File: src/rtl/gpe_pkg.sv
package gpe_pkg;

  typedef enum logic [1:0] {
    ROUTE_NONE = 2'b00,
    ROUTE_SMI  = 2'b01,
    ROUTE_SCI  = 2'b10,
    ROUTE_RSVD = 2'b11
  } route_e;

  localparam int unsigned WORD_W    = 32;
  localparam int unsigned STS_W     = 64;
  localparam int unsigned GPIO_BASE = 16;
  localparam int unsigned GPIO_MAX  = 16;
  localparam int unsigned USB_A_BIT = 14;
  localparam int unsigned USB_B_BIT = 32;

  localparam logic [1:0] WORD_STS_LO = 2'd0;
  localparam logic [1:0] WORD_STS_HI = 2'd1;
  localparam logic [1:0] WORD_EN_LO  = 2'd2;
  localparam logic [1:0] WORD_EN_HI  = 2'd3;

endpackage

File: src/rtl/gpe_sts_cell.sv
module gpe_sts_cell #(
  parameter bit PLAT_DOMAIN = 1'b0
) (
  input  logic clk,
  input  logic rst_n,
  input  logic set_i,
  input  logic clr_i,
  input  logic prst_i,
  output logic q_o
);

  logic q_q;
  logic q_d;
  logic prst_eff;

  assign prst_eff = PLAT_DOMAIN & prst_i;

  // Priority, highest first: platform clear, hardware set, software clear.
  always_comb begin
    q_d = q_q;
    if (clr_i)    q_d = 1'b0;
    if (set_i)    q_d = 1'b1;
    if (prst_eff) q_d = 1'b0;
  end

  always_ff @(posedge clk or negedge rst_n) begin
    if (!rst_n) q_q <= 1'b0;
    else        q_q <= q_d;
  end

  assign q_o = q_q;


  set_wins_chk: assert property (@(posedge clk) disable iff (!rst_n)
    (set_i && !prst_eff) |=> q_o);


  w1c_chk: assert property (@(posedge clk) disable iff (!rst_n)
    (clr_i && !set_i && !prst_eff) |=> !q_o);

  generate
    if (PLAT_DOMAIN) begin : g_plat

      plat_clr_chk: assert property (@(posedge clk) disable iff (!rst_n)
        prst_i |=> !q_o);
    end else begin : g_keep

      plat_keep_chk: assert property (@(posedge clk) disable iff (!rst_n)
        (prst_i && q_o && !clr_i) |=> q_o);
    end
  endgenerate

endmodule

File: src/rtl/gpe_en_reg.sv
module gpe_en_reg #(
  parameter logic [63:0] IMPL_MASK = 64'h0
) (
  input  logic        clk,
  input  logic        rst_n,
  input  logic        wr_lo,
  input  logic        wr_hi,
  input  logic [31:0] wdata,
  output logic [63:0] en_o
);

  logic [63:0] en_q;
  logic [63:0] en_d;

  always_comb begin
    en_d = en_q;
    if (wr_lo) en_d[31:0]  = wdata & IMPL_MASK[31:0];
    if (wr_hi) en_d[63:32] = wdata & IMPL_MASK[63:32];
  end

  always_ff @(posedge clk or negedge rst_n) begin
    if (!rst_n)             en_q <= '0;
    else if (wr_lo || wr_hi) en_q <= en_d;
  end

  assign en_o = en_q;


  en_hold_chk: assert property (@(posedge clk) disable iff (!rst_n)
    (!wr_lo && !wr_hi) |=> $stable(en_o));

endmodule

File: src/rtl/gpe_router.sv
module gpe_router
  import gpe_pkg::*;
#(
  parameter int unsigned NUM_GPIO = 16
) (
  input  logic [NUM_GPIO-1:0]   gpio_pend,
  input  logic [2*NUM_GPIO-1:0] gpio_route,
  input  logic [1:0]            usb_pend,
  input  logic                  in_s0,
  input  logic                  sci_en,
  output logic                  wake,
  output logic                  sci,
  output logic                  smi
);

  logic gpio_sci_req;
  logic gpio_smi_req;
  logic legacy_req;
  route_e rt;

  always_comb begin
    gpio_sci_req = 1'b0;
    gpio_smi_req = 1'b0;
    rt           = ROUTE_NONE;
    for (int i = 0; i < int'(NUM_GPIO); i++) begin
      rt = route_e'(gpio_route[2*i +: 2]);
      if (gpio_pend[i] && rt == ROUTE_SCI) gpio_sci_req = 1'b1;
      if (gpio_pend[i] && rt == ROUTE_SMI) gpio_smi_req = 1'b1;
    end
  end

  assign legacy_req = (|usb_pend) | gpio_sci_req;
  assign wake = !in_s0 && ((|gpio_pend) || (|usb_pend));
  assign sci  = in_s0 && sci_en && legacy_req;
  assign smi  = in_s0 && ((!sci_en && legacy_req) || gpio_smi_req);

endmodule

File: src/rtl/gpe_status_ctrl.sv
module gpe_status_ctrl
  import gpe_pkg::*;
#(
  parameter int unsigned NUM_GPIO = 16
) (
  input  logic                  clk,
  input  logic                  rst_n,
  input  logic                  plat_rst,
  input  logic [1:0]            addr,
  input  logic                  wr_en,
  input  logic [31:0]           wdata,
  output logic [31:0]           rdata,
  input  logic [NUM_GPIO-1:0]   gpio_in,
  input  logic [NUM_GPIO-1:0]   gpio_is_input,
  input  logic [NUM_GPIO-1:0]   gpio_inv,
  input  logic [2*NUM_GPIO-1:0] gpio_route,
  input  logic                  usb_a_wake,
  input  logic                  usb_b_wake,
  input  logic                  in_s0,
  input  logic                  sci_en,
  output logic                  wake,
  output logic                  sci,
  output logic                  smi
);

  localparam logic [63:0] GPIO_MASK =
    ((64'd1 << NUM_GPIO) - 64'd1) << GPIO_BASE;
  localparam logic [63:0] IMPL_MASK =
    GPIO_MASK | (64'd1 << USB_A_BIT) | (64'd1 << USB_B_BIT);

  logic                wr_sts_lo;
  logic                wr_sts_hi;
  logic                wr_en_lo;
  logic                wr_en_hi;
  logic [NUM_GPIO-1:0] gpio_hit;
  logic [NUM_GPIO-1:0] gpio_clr;
  logic [NUM_GPIO-1:0] gpio_q;
  logic                usb_a_q;
  logic                usb_b_q;
  logic [63:0]         sts_q;
  logic [63:0]         en_q;
  logic [NUM_GPIO-1:0] gpio_pend;
  logic [1:0]          usb_pend;

  assign wr_sts_lo = wr_en && (addr == WORD_STS_LO);
  assign wr_sts_hi = wr_en && (addr == WORD_STS_HI);
  assign wr_en_lo  = wr_en && (addr == WORD_EN_LO);
  assign wr_en_hi  = wr_en && (addr == WORD_EN_HI);

  assign gpio_hit = gpio_is_input & (gpio_in ^ gpio_inv);
  assign gpio_clr = wr_sts_lo ? wdata[GPIO_BASE +: NUM_GPIO] : '0;

  generate
    for (genvar g = 0; g < NUM_GPIO; g++) begin : g_gpio
      gpe_sts_cell #(.PLAT_DOMAIN(1'b1)) u_cell (
        .clk    (clk),
        .rst_n  (rst_n),
        .set_i  (gpio_hit[g]),
        .clr_i  (gpio_clr[g]),
        .prst_i (plat_rst),
        .q_o    (gpio_q[g])
      );
    end
  endgenerate

  gpe_sts_cell #(.PLAT_DOMAIN(1'b0)) u_usb_a (
    .clk    (clk),
    .rst_n  (rst_n),
    .set_i  (usb_a_wake),
    .clr_i  (wr_sts_lo && wdata[USB_A_BIT]),
    .prst_i (plat_rst),
    .q_o    (usb_a_q)
  );

  gpe_sts_cell #(.PLAT_DOMAIN(1'b0)) u_usb_b (
    .clk    (clk),
    .rst_n  (rst_n),
    .set_i  (usb_b_wake),
    .clr_i  (wr_sts_hi && wdata[USB_B_BIT-32]),
    .prst_i (plat_rst),
    .q_o    (usb_b_q)
  );

  always_comb begin
    sts_q = '0;
    sts_q[GPIO_BASE +: NUM_GPIO] = gpio_q;
    sts_q[USB_A_BIT]             = usb_a_q;
    sts_q[USB_B_BIT]             = usb_b_q;
  end

  gpe_en_reg #(.IMPL_MASK(IMPL_MASK)) u_en (
    .clk   (clk),
    .rst_n (rst_n),
    .wr_lo (wr_en_lo),
    .wr_hi (wr_en_hi),
    .wdata (wdata),
    .en_o  (en_q)
  );

  assign gpio_pend = gpio_q & en_q[GPIO_BASE +: NUM_GPIO];
  assign usb_pend  = {usb_b_q & en_q[USB_B_BIT], usb_a_q & en_q[USB_A_BIT]};

  gpe_router #(.NUM_GPIO(NUM_GPIO)) u_router (
    .gpio_pend  (gpio_pend),
    .gpio_route (gpio_route),
    .usb_pend   (usb_pend),
    .in_s0      (in_s0),
    .sci_en     (sci_en),
    .wake       (wake),
    .sci        (sci),
    .smi        (smi)
  );

  always_comb begin
    case (addr)
      WORD_STS_LO: rdata = sts_q[31:0];
      WORD_STS_HI: rdata = sts_q[63:32];
      WORD_EN_LO:  rdata = en_q[31:0];
      default:     rdata = en_q[63:32];
    endcase
  end


  wake_pend_chk: assert property (@(posedge clk) disable iff (!rst_n)
    (!in_s0 && ((sts_q & en_q) != 64'd0)) |-> wake);


  sleep_quiet_chk: assert property (@(posedge clk) disable iff (!rst_n)
    !in_s0 |-> (!sci && !smi));


  hi_word_ro_chk: assert property (@(posedge clk) disable iff (!rst_n)
    (addr == WORD_STS_HI) |-> (rdata[31:1] == 31'd0));

endmodule

File: config.mk
export PLATFORM = sky130hd
export DESIGN_NAME = gpe_status_ctrl
export DESIGN_NICKNAME = d
export VERILOG_FILES = /design/src/rtl/gpe_pkg.sv /design/src/rtl/gpe_sts_cell.sv /design/src/rtl/gpe_en_reg.sv /design/src/rtl/gpe_router.sv /design/src/rtl/gpe_status_ctrl.sv
export SDC_FILE = /design/constraint.sdc
export NUM_CORES = 1
export LEC_CHECK = 0
export ABC_AREA = 0
export BUFFER_PORTS_ARGS = -buffer_cell sky130_fd_sc_hd__buf_2
export CORE_ASPECT_RATIO = 1.25
export CORE_UTILIZATION = 43
export CTS_CLUSTER_SIZE = 25
export DETAILED_ROUTE_END_ITERATION = 10
export PLACE_DENSITY = 0.81
export SLEW_MARGIN = 20
export SYNTH_ARGS = -nofsm -noshare
export SYNTH_HDL_FRONTEND = slang
export SYNTH_SLANG_ARGS = --single-unit
export TNS_END_PERCENT = 1
File: constraint.sdc
create_clock -name clk -period 1.71 [get_ports clk]
set_input_delay 0.171 -clock clk [delete_from_list [all_inputs] [get_ports clk]]
set_output_delay 0.171 -clock clk [all_outputs]
set_load 0.01 [all_outputs]
Word-level counts from Yosys, hierarchy flattened
Index checks and enable logic that the tools add are counted.
{"block": "totals", "ff_bits": 36, "output_inout_bits": 35}
{"block": "op_classes", "n_eq_ne": 35, "muxes": 86, "bitwise_logic": 6, "reduce_logical": 71}
{"cell": "32-bit case mux with 3 select lines", "n": 1}
{"cell": "1-bit two-way mux", "n": 84}
{"cell": "3-bit nonzero test", "n": 16}
{"cell": "1-bit logical AND", "n": 43}
{"cell": "2-bit equality test (second input constant)", "n": 18}
{"cell": "2-bit by 1-bit equality test with 1-bit output (second input constant)", "n": 17}
{"cell": "16-bit AND", "n": 2}
{"cell": "16-bit two-way mux", "n": 1}
{"cell": "16-bit OR reduction", "n": 1}
{"cell": "16-bit XOR", "n": 1}
{"cell": "2-bit AND reduction", "n": 2}
{"cell": "2-bit nonzero test", "n": 2}
{"cell": "1-bit logical OR", "n": 3}
{"cell": "1-bit AND", "n": 2}
{"cell": "1-bit zero test", "n": 2}
{"cell": "2-bit zero test", "n": 1}
{"cell": "2-bit OR reduction", "n": 1}
{"cell": "1-bit OR", "n": 1}

Longest topological paths before layout
Gate-level depths: netlist of the first run.
{"block": "logic_depth", "word_depth": 22, "depth_mapped": 6, "ltp_nobuf": 5}

Cells and area by module
Synthesis of the first run repeated with hierarchy kept, for this count alone.
{"block": "hier_totals", "cells_unflattened": 365, "hier_area_um2": 3410.8}
{"mod": "gpe_status_ctrl", "n_inst": 1, "cells_per_inst": 150, "area_per_inst_um2": 1211.2, "seq_area_each_um2": 0.0}
{"mod": "gpe_en_reg", "n_inst": 1, "cells_per_inst": 85, "area_per_inst_um2": 1071.0, "seq_area_each_um2": 450.4}
{"mod": "gpe_sts_cell at g_gpio[0].u_cell ...", "n_inst": 16, "cells_per_inst": 4, "area_per_inst_um2": 43.8, "seq_area_each_um2": 25.0}
{"mod": "gpe_router", "n_inst": 1, "cells_per_inst": 60, "area_per_inst_um2": 355.3, "seq_area_each_um2": 0.0}
{"mod": "gpe_sts_cell at u_usb_a ...", "n_inst": 2, "cells_per_inst": 3, "area_per_inst_um2": 36.3, "seq_area_each_um2": 25.0}

Worst setup path before layout of the first run
No wires, ideal clock.
{"block": "synth_timing", "kind": "reg2out", "start": "register g_gpio[7].u_cell.q_q", "end": "output smi", "arrival_ns": 1.340, "required_ns": 1.539, "setup_slack_ns": 0.199, "path_stages_with_launch": 5, "path_buffers": 0, "path_cell_list": "dfrtp_1 nand4b_1 nand4_1 or4_1 a22o_1"}
{"block": "synth_via", "elab_chain_len": 15, "elab_cells_between_ends": 25, "classes_between": "mux (18); bitwise (2); reduce/logical (5)"}
{"item": "start: declaration", "line": "gpe_sts_cell.sv:12", "rtl": "logic q_q;"}
{"item": "start signal: assignment", "line": "gpe_sts_cell.sv:28", "rtl": "else q_q <= q_d;"}
{"item": "16-bit AND *", "line": "gpe_status_ctrl.sv:100", "rtl": "assign gpio_pend = gpio_q & en_q[GPIO_BASE +: NUM_GPIO];"}
{"item": "1-bit logical AND", "line": "gpe_router.sv:27", "rtl": "if (gpio_pend[i] && rt == ROUTE_SCI) gpio_sci_req = 1'b1;"}
{"item": "1-bit two-way mux (9 in a row)", "line": "gpe_router.sv:27"}
{"item": "1-bit OR", "line": "gpe_router.sv:32", "rtl": "assign legacy_req = (|usb_pend) | gpio_sci_req;"}
{"item": "1-bit logical AND", "line": "gpe_router.sv:35", "rtl": "assign smi = in_s0 && ((!sci_en && legacy_req) || gpio_smi_req);"}
{"item": "1-bit logical OR *", "line": "gpe_router.sv:35"}
{"item": "1-bit logical AND *", "line": "gpe_router.sv:35"}
{"item": "end: declaration", "line": "gpe_status_ctrl.sv:23", "rtl": "output logic smi"}
Every way passes the cells marked *; elsewhere a longest branch is shown, timed or not.

Final worst setup path of the first run
{"block": "layout_timing", "start": "register g_gpio[13].u_cell.q_q", "end": "output smi"}
{"block": "layout_via", "elab_chain_len": 9, "elab_cells_between_ends": 13, "classes_between": "mux (6); bitwise (2); reduce/logical (5)"}
{"item": "start: declaration", "line": "gpe_sts_cell.sv:12"}
{"item": "start signal: assignment", "line": "gpe_sts_cell.sv:28"}
{"item": "16-bit AND *", "line": "gpe_status_ctrl.sv:100"}
{"item": "1-bit logical AND", "line": "gpe_router.sv:27"}
{"item": "1-bit two-way mux (3 in a row)", "line": "gpe_router.sv:27"}
{"item": "1-bit OR", "line": "gpe_router.sv:32"}
{"item": "1-bit logical AND", "line": "gpe_router.sv:35"}
{"item": "1-bit logical OR *", "line": "gpe_router.sv:35"}
{"item": "1-bit logical AND *", "line": "gpe_router.sv:35"}
Marked as above.

==> results_tabular.tex, run 1 <==
\begin{tabular}{lr}
\hline
Metric & Value \\
\hline
\multicolumn{2}{l}{\textbf{Synth}} \\
\quad Cell area after synthesis & 2430 sq um \\
\quad Sequential element share of the synthesized area & 37.1\% \\
\quad Number of distinct library cells after synthesis & 27 \\
\quad Total number of yosys warnings & 0 \\
\quad Post-synthesis area per instance & 9.96 sq um \\
\quad Most area-hungry cell type in the Yosys netlist & sky130\_fd\_sc\_hd\_\_dfrtp\_1 \\
\quad Synth Instances & 244 \\
\quad Share of Yosys cell area claimed by the top area cell type & 37.1\% \\
\quad Leading cell types by total area after synthesis & sky130\_fd\_sc\_hd\_\_dfrtp\_1 37\%, sky130\_fd\_sc\_hd\_\_nand4b\_1 11\%, sky130\_fd\_sc\_hd\_\_a22oi\_1 7.7\% \\
\quad Synthesized flop and latch total & 36 \\
\multicolumn{2}{l}{\textbf{Run status}} \\
\quad Violations in the final reports & hold timing, setup timing \\
\quad Run status & complete, but fails checks \\
\multicolumn{2}{l}{\textbf{Clock network}} \\
\quad CTS HTree Levels & 2 \\
\quad Latest clock arrival within the worst-skew pair & 0.28 ns \\
\quad Clock tree from TritonCTS & done \\
\quad Clock net sink count & 36 \\
\quad Reg clk slew, reported paths & 0.07 ns \\
\quad Maximum count of clock buffers along a single path & 2 \\
\quad CTS Buf Count & 5 \\
\quad Root Buffer Master & sky130\_fd\_sc\_hd\_\_clkbuf\_8 \\
\multicolumn{2}{l}{\textbf{Critical path}} \\
\quad Worst r2r dst & u\_en.en\_o[18]\$\_DFFE\_PN0P\_ \\
\quad Req. time, crit path & 1.54 ns \\
\quad Worst path arrival time & 1.79 ns \\
\quad Kind of launch point of the worst setup path & register \\
\quad Count of cells along the worst register-to-register path & 3 \\
\quad Critical R2R Launch & u\_en.en\_o[18]\$\_DFFE\_PN0P\_ \\
\quad Max Fanout on Critical Path & 2 \\
\quad Category of the critical setup timing path & reg2out \\
\quad Worst Setup End Kind & output port \\
\quad Worst-case register-to-register setup slack & 0.70 ns \\
\multicolumn{2}{l}{\textbf{Placed design}} \\
\quad Count of placed standard cells including taps & 457 \\
\quad Weighted congestion reported at the end of routability-driven placement & 0.874 \\
\quad Quantity of I/O buffers inserted on ports & 128 \\
\quad HPWL after detailed placement & 5900 um \\
\multicolumn{2}{l}{\textbf{Routing}} \\
\quad Via-per-instance ratio & 5.46 \\
\quad Drt wl/cell & 15.7 um \\
\quad Remaining number of nets flagged by the antenna check after routing & 0 \\
\quad DRC violation total after the first TritonRoute iteration & 116 \\
\quad Residual DRC count & 0 \\
\quad Number of iterations in the first detailed-routing pass & 5 \\
\quad Final WL & 7430 um \\
\quad Via count of the routed design & 2575 \\
\multicolumn{2}{l}{\textbf{Pwr}} \\
\quad Standby leakage power & 1.79 nW \\
\quad Worst vdd rail ir drop & 470 uV \\
\quad Power per unit of standard cell area & 739 nW/um\^{}2 \\
\multicolumn{2}{l}{\textbf{Global routing}} \\
\quad Vias in the first global route & 2610 \\
\quad Global router's overall resource usage & 25.3\% \\
\quad Number of antenna violations at the first check in global routing & 0 \\
\quad Remaining global-route overflow & 0 \\
\quad First-pass GRT wire length & 11900 um \\
\quad Pin count of the biggest net entering global routing & 37 \\
\multicolumn{2}{l}{\textbf{Floorplanning}} \\
\quad Core region area & 5440 sq um \\
\quad Initial cell density of the core & 44.7\% \\
\quad Area enclosed by the die boundary & 5960 sq um \\
\quad DIE WIDTH & 69.3 um \\
\quad Die Y-Extent & 86.1 um \\
\quad Number of rows created at floorplan & 30 \\
\quad Io pins & 157 \\
\multicolumn{2}{l}{\textbf{Timing}} \\
\quad Hold WS & -0.0230 ns \\
\quad Shortest period the worst path allows & 1.96 ns \\
\quad Largest clock skew in the final design & 0 ns \\
\quad Final Worst Setup Slack & -0.251 ns \\
\quad Relative slew slack & 45.5\% \\
\quad Max Clock Freq & 510 MHz \\
\quad Final number of hold-violating endpoints & 30 \\
\quad Post-route clock period utilization & 115\% \\
\quad Actual transition at the worst max-transition pin & 0.818 ns \\
\quad Unrepaired setup endpoints after global routing & true \\
\quad Count of pins over their slew limit & 0 \\
\quad Endpoints failing setup & 3 \\
\multicolumn{2}{l}{\textbf{Layout}} \\
\quad Area growth, synth to finish & 42.8\% \\
\quad Most common library cell in the layout ignoring fill and taps & sky130\_fd\_sc\_hd\_\_buf\_2 \\
\quad Number of standard cells in the layout, taps in and fillers out & 472 \\
\quad Most frequent cells in the layout & 128 x sky130\_fd\_sc\_hd\_\_buf\_2, 36 x sky130\_fd\_sc\_hd\_\_dfrtp\_1, 34 x sky130\_fd\_sc\_hd\_\_nor2\_1 \\
\quad Layout cells sized above 1 & 47.8\% \\
\quad Final layout net count & 529 \\
\quad Post-layout util & 63.8\% \\
\quad Filler instances & 478 \\
\quad Number of antenna diodes & 0 \\
\multicolumn{2}{l}{\textbf{Flow run}} \\
\quad Maximum Capacitance Violations & 0 \\
\multicolumn{2}{l}{\textbf{Worst hold path}} \\
\quad Classification of the worst-slack hold path & in2async \\
\hline
\end{tabular}
## metrics by stage
| step | setup TNS (ns) | setup slack [ns] | power (mW) | cell area, sq um |
|---|---|---|---|---|
| 5_1_grt | -0.653 | -0.287 | 2.71 | 3470 |
| 4_1_cts | -0.511 | -0.233 | 2.56 | 3450 |
| 6_report | -0.462 | -0.251 | 2.56 | 3470 |
| 3_5_place_dp | 0 | 0.0237 | 1.89 | 3290 |
| 3_3_place_gp | 0 | 0.0452 | 1.86 | 3290 |
| 2_1_floorplan | 0 | 0.199 | 1.47 | 2480 |
## routing by layer
| metal | vias to the layer above | track usage, % | share of wire (%) |
|---|---|---|---|
| met5 | - | 0 | 0 |
| met4 | 0 | 10.8 | 3.0 |
| met3 | 16 | 3.88 | 4.7 |
| met2 | 111 | 47.0 | 52 |
| met1 | 1237 | 28.7 | 40 |
| li1 | 1211 | - | - |
## worst max-delay path, cell delays in order, from the launching register on
cell,delay (ns)
sky130_fd_sc_hd__dfrtp_1,0.38
sky130_fd_sc_hd__nand4b_1,0.14
sky130_fd_sc_hd__nand4_1,0.10
sky130_fd_sc_hd__or4_4,0.54
sky130_fd_sc_hd__a22o_1,0.21
sky130_fd_sc_hd__buf_2,0.13
## worst max-delay path by stage
| stage | depth (start not counted) | slack (ns) | start | to |
|---|---|---|---|---|
| finish | 5 | -0.25 | g_gpio[13].u_cell.q_o$_DFFE_PN0P_ | smi |
| global route | 5 | -0.29 | g_gpio[2].u_cell.q_o$_DFFE_PN0P_ | smi |
| CTS | 5 | -0.23 | g_gpio[2].u_cell.q_o$_DFFE_PN0P_ | smi |
| detailed placement | 5 | 0.02 | g_gpio[15].u_cell.q_o$_DFFE_PN0P_ | smi |
| global placement | 5 | 0.05 | g_gpio[7].u_cell.q_o$_DFFE_PN0P_ | smi |
| floorplan | 4 | 0.20 | g_gpio[7].u_cell.q_o$_DFFE_PN0P_ | smi |
## registers in the layout (all words and copies together) (netlist names)
name	count
u_usb_b.q_o	1
u_en.en_o	18
g_gpio.u_cell.q_o	16
u_usb_a.q_o	1
## power breakdown
part	total (mW)	internal (mW)	switching, mW	leakage, nW
sequential	1.03	0.965	0.0688	0.442
clock	0.620	0.329	0.291	0.0455
combinational	0.911	0.482	0.429	1.30
## synth_stat cells
library cell	number
sky130_fd_sc_hd__dfrtp_1	36
sky130_fd_sc_hd__nor2_1	34
sky130_fd_sc_hd__nand4b_1	31
sky130_fd_sc_hd__a22oi_1	25
sky130_fd_sc_hd__mux2i_1	18
sky130_fd_sc_hd__nand2_1	18
sky130_fd_sc_hd__xor2_1	16
sky130_fd_sc_hd__buf_4	15
sky130_fd_sc_hd__mux2_2	14
sky130_fd_sc_hd__nand4_1	8
sky130_fd_sc_hd__buf_2	4
sky130_fd_sc_hd__mux2_1	4
sky130_fd_sc_hd__clkbuf_1	3
sky130_fd_sc_hd__a21o_1	2
sky130_fd_sc_hd__nand3_1	2
sky130_fd_sc_hd__nand4b_2	2
sky130_fd_sc_hd__nor2b_1	2
sky130_fd_sc_hd__a22o_1	1
sky130_fd_sc_hd__a41oi_1	1
sky130_fd_sc_hd__and3_1	1
sky130_fd_sc_hd__and4_1	1
sky130_fd_sc_hd__buf_1	1
sky130_fd_sc_hd__conb_1	1
sky130_fd_sc_hd__nand3b_4	1
sky130_fd_sc_hd__nor3_1	1
sky130_fd_sc_hd__nor3b_4	1
sky130_fd_sc_hd__or4_1	1
## timing repair
action,in CTS,in global routing
hold endpoints to repair,0,0
hold buffers,0,0
gates resized for setup,4,6
setup buffers,7,0
setup endpoints to repair,3,3
pin swaps,9,11
## cell type report
| cell class | count | area, sq um | area share (%) |
|---|---|---|---|
| tap | 64 | 80.1 | 2.31 |
| clock buffer | 8 | 90.1 | 2.60 |
| timing repair buffer | 166 | 945 | 27.2 |
| multi-input combinational | 198 | 1460 | 41.9 |
| sequential | 36 | 901 | 26.0 |
## cell families (layout without fill, tap and decap cells)
logic type,count (synthesis),in the layout,synth area share (%)
simple gates,103,103,26.1
mux,36,36,15.7
flops,36,36,37.1
compound gates,29,29,9.06
buf+inv,23,174,6.07
xor+xnor,16,16,5.76
other cells,1,14,0.154
(Power assumes the default switching activity.)
==> inputs of run 2 (changes only) <==
--- a/config.mk
+++ b/config.mk
@@ -8,10 +8,10 @@
 export ABC_AREA = 0
 export BUFFER_PORTS_ARGS = -buffer_cell sky130_fd_sc_hd__buf_2
 export CORE_ASPECT_RATIO = 1.25
-export CORE_UTILIZATION = 43
+export CORE_UTILIZATION = 46
 export CTS_CLUSTER_SIZE = 25
 export DETAILED_ROUTE_END_ITERATION = 10
-export PLACE_DENSITY = 0.81
+export PLACE_DENSITY = 0.86
 export SLEW_MARGIN = 20
 export SYNTH_ARGS = -nofsm -noshare
 export SYNTH_HDL_FRONTEND = slang
==> constraint.sdc (replaced) <==
create_clock -name clk -period 2.4 [get_ports clk]
set_input_delay 0.24 -clock clk [delete_from_list [all_inputs] [get_ports clk]]
set_output_delay 0.24 -clock clk [all_outputs]
set_load 0.01 [all_outputs]
==> run 2 against run 1 <==
Net effect: largest power group unchanged; routed wire length fell by 7.3%; first-iteration DRC count is 26% lower; the flow now finishes without violations; clock skew unchanged.
==> results_tabular.tex, run 2 (synthesis gave the netlist of run 1 again) <==
\begin{tabular}{lr}
\hline
Metric & Value \\
\hline
\multicolumn{2}{l}{\textbf{Global routing}} \\
\quad Met3 track demand over resource in global routing & 5.77\% (was 3.88\%) \\
\quad Fraction of met1 tracks used by global routing & 30.1\% (was 28.7\%) \\
\quad Number of antenna violations at the first check in global routing & 0 (unchanged) \\
\quad Pin count of the biggest net entering global routing & 37 (unchanged) \\
\quad Remaining global-route overflow & 0 (unchanged) \\
\quad Global routing usage on met2 & 44.1\% (was 47.0\%) \\
\quad First-pass GRT wire length & 10800 um (was 11900 um) \\
\quad Vias in the first global route & 2384 (was 2610) \\
\quad Global router's overall resource usage & 25.9\% (was 25.3\%) \\
\quad Highest-utilization routing layer at the global route stage & met2 (unchanged) \\
\multicolumn{2}{l}{\textbf{Floorplanning}} \\
\quad DIE WIDTH & 67.0 um (was 69.3 um) \\
\quad Area enclosed by the die boundary & 5580 sq um (was 5960 sq um) \\
\quad Initial cell density of the core & 47.9\% (was 44.7\%) \\
\quad Core region area & 5080 sq um (was 5440 sq um) \\
\quad Die Y-Extent & 83.3 um (was 86.1 um) \\
\quad Number of rows created at floorplan & 29 (was 30) \\
\quad Io pins & 157 (unchanged) \\
\multicolumn{2}{l}{\textbf{Layout}} \\
\quad Post-layout util & 62.1\% (was 63.8\%) \\
\quad Most frequent cells in the layout & 128 x sky130\_fd\_sc\_hd\_\_buf\_2, 36 x sky130\_fd\_sc\_hd\_\_dfrtp\_1, 34 x sky130\_fd\_sc\_hd\_\_nor2\_1 (unchanged) \\
\quad Final layout net count & 492 (was 529) \\
\quad Number of antenna diodes & 0 (unchanged) \\
\quad Number of flip-flops in the largest register & 18 (unchanged) \\
\quad Fin area & 3150 sq um (was 3470 sq um) \\
\quad Filler instances & 456 (was 478) \\
\quad Layout cells sized above 1 & 41.6\% (was 47.8\%) \\
\quad Most common library cell in the layout ignoring fill and taps & sky130\_fd\_sc\_hd\_\_buf\_2 (unchanged) \\
\quad Area growth, synth to finish & 29.7\% (was 42.8\%) \\
\quad Number of standard cells in the layout, taps in and fillers out & 432 (was 472) \\
\multicolumn{2}{l}{\textbf{Timing}} \\
\quad Relative slew slack & 45.3\% (was 45.5\%) \\
\quad Hold WS & 0.0510 ns (was -0.0230 ns) \\
\quad Final sum of negative setup slack & 0 ns (was -0.462 ns) \\
\quad Final Worst Setup Slack & 0.262 ns (was -0.251 ns) \\
\quad Max Clock Freq & 468 MHz \\
\quad Post-route clock period utilization & 89.1\% \\
\quad Largest clock skew in the final design & 0 ns (unchanged) \\
\quad Endpoints failing setup & 0 (was 3) \\
\quad Actual transition at the worst max-transition pin & 0.821 ns (was 0.818 ns) \\
\quad Final number of hold-violating endpoints & 0 (was 30) \\
\quad Unrepaired setup endpoints after global routing & false (was true) \\
\quad Count of pins over their slew limit & 0 (unchanged) \\
\quad Shortest period the worst path allows & 2.14 ns \\
\multicolumn{2}{l}{\textbf{Clock network}} \\
\quad Clock net sink count & 36 (unchanged) \\
\quad Root Buffer Master & sky130\_fd\_sc\_hd\_\_clkbuf\_8 (unchanged) \\
\quad Number of resized instances in the post-cts repair step & 0 (was 4) \\
\quad CTS HTree Levels & 2 (unchanged) \\
\quad Reg clk slew, reported paths & 0.07 ns (about the same) \\
\quad Clock tree from TritonCTS & done (unchanged) \\
\quad \# hold bufs at CTS & 0 (unchanged) \\
\quad Setup Buffers After CTS & 0 (was 7) \\
\quad Latest clock arrival within the worst-skew pair & 0.28 ns (about the same) \\
\quad Maximum count of clock buffers along a single path & 2 (unchanged) \\
\quad CTS Buf Count & 5 (unchanged) \\
\multicolumn{2}{l}{\textbf{Critical path}} \\
\quad Category of the critical setup timing path & reg2out (unchanged) \\
\quad Count of cells along the worst register-to-register path & 2 (was 3) \\
\quad Kind of launch point of the worst setup path & register (unchanged) \\
\quad CP Cell Sequence & nand4b\_1 > nand4\_1 > or4\_1 > a22o\_1 > buf\_2 (was nand4b\_1 > nand4\_1 > or4\_4 > a22o\_1 > buf\_2) \\
\quad Req. time, crit path & 2.16 ns (was 1.54 ns) \\
\quad Library cell contributing the largest single delay on the critical path & sky130\_fd\_sc\_hd\_\_or4\_1 (was sky130\_fd\_sc\_hd\_\_or4\_4) \\
\quad Worst path arrival time & 1.90 ns (was 1.79 ns) \\
\quad Critical R2R Launch & g\_gpio[10].u\_cell.q\_o\$\_DFFE\_PN0P\_ (was u\_en.en\_o[18]\$\_DFFE\_PN0P\_) \\
\quad Worst Setup End Kind & output port (unchanged) \\
\quad Worst-case register-to-register setup slack & 1.55 ns (was 0.70 ns) \\
\quad Max Fanout on Critical Path & 5 (was 2) \\
\quad Crit-path max cell delay & 0.55 ns (was 0.54 ns) \\
\quad Worst r2r dst & g\_gpio[10].u\_cell.q\_o\$\_DFFE\_PN0P\_ (was u\_en.en\_o[18]\$\_DFFE\_PN0P\_) \\
\multicolumn{2}{l}{\textbf{Pwr}} \\
\quad Worst vdd rail ir drop & 338 uV (was 470 uV) \\
\quad Power per unit of standard cell area & 539 nW/um\^{}2 (was 739 nW/um\^{}2) \\
\quad Standby leakage power & 1.60 nW (was 1.79 nW) \\
\quad Pwr Total & 1.70 mW (was 2.56 mW) \\
\multicolumn{2}{l}{\textbf{Placed design}} \\
\quad Count of placed standard cells including taps & 425 (was 457) \\
\quad Quantity of I/O buffers inserted on ports & 128 (unchanged) \\
\quad HPWL after detailed placement & 5370 um (was 5900 um) \\
\quad Weighted congestion reported at the end of routability-driven placement & 0.870 (was 0.874) \\
\quad Worst slack after detailed placement & 0.573 ns (was 0.0237 ns) \\
\quad Post-detailed-placement cell area & 3060 sq um (was 3290 sq um) \\
\multicolumn{2}{l}{\textbf{Routing}} \\
\quad Number of iterations in the first detailed-routing pass & 4 (was 5) \\
\quad Via-per-instance ratio & 5.62 (was 5.46) \\
\quad DRC violation total after the first TritonRoute iteration & 86 (was 116) \\
\quad Via count of the routed design & 2426 (was 2575) \\
\quad Residual DRC count & 0 (unchanged) \\
\quad Drt wl/cell & 15.9 um (was 15.7 um) \\
\quad Remaining number of nets flagged by the antenna check after routing & 0 (unchanged) \\
\quad Final WL & 6880 um (was 7430 um) \\
\multicolumn{2}{l}{\textbf{Worst hold path}} \\
\quad Classification of the worst-slack hold path & in2async (unchanged) \\
\multicolumn{2}{l}{\textbf{Flow run}} \\
\quad Maximum Capacitance Violations & 0 (unchanged) \\
\multicolumn{2}{l}{\textbf{Run status}} \\
\quad Run status & complete, no violations (was complete, but fails checks) \\
\hline
\end{tabular}
-- run 2: cell types whose count changed in the layout (fill, tap and decap cells not counted), sizes merged --
cell / before / now
buf: 166 / 129
clkbuf: 8 / 7
-- run 2: worst max-delay path by stage --
stage,slack (ns),to,startpoint,cells past startpoint
finish,0.26,smi,g_gpio[15].u_cell.q_o$_DFFE_PN0P_,5
global placement,0.58,smi,g_gpio[15].u_cell.q_o$_DFFE_PN0P_,5
global route,0.17,smi,g_gpio[15].u_cell.q_o$_DFFE_PN0P_,5
CTS,0.27,smi,g_gpio[15].u_cell.q_o$_DFFE_PN0P_,5
floorplan,0.82,smi,g_gpio[7].u_cell.q_o$_DFFE_PN0P_,4
detailed placement,0.57,g_gpio[3].u_cell.q_o$_DFFE_PN0P_,addr[1],6
-- run 2: layer usage --
layer	part of all wire (%)	vias to the layer above
met5	0	-
met4	2.8	0
met3	5.3	18
met2	53	109
met1	39	1165
li1	-	1134
-- run 2: area by class of cell --
class	count	area [sq um]	share of cell area, %
multi-input cells	198	1430	45.4
clock buffers	7	96.3	3.05
flip-flops and latches	36	901	28.6
well taps	62	77.6	2.46
repair buffers	129	648	20.5
-- run 2: where the power goes --
part	total (mW)	internal (mW)	switching, mW
clock	0.462	0.256	0.206
combinational	0.444	0.232	0.212
sequential	0.795	0.687	0.108
-- run 2: worst max-delay path, delay by kind of cell (launching register included) --
| family | cells | cell delay (ns) |
|---|---|---|
| simple gates | 3 | 0.81 |
| flops | 1 | 0.44 |
| compound gates | 1 | 0.24 |
| buf+inv | 1 | 0.13 |
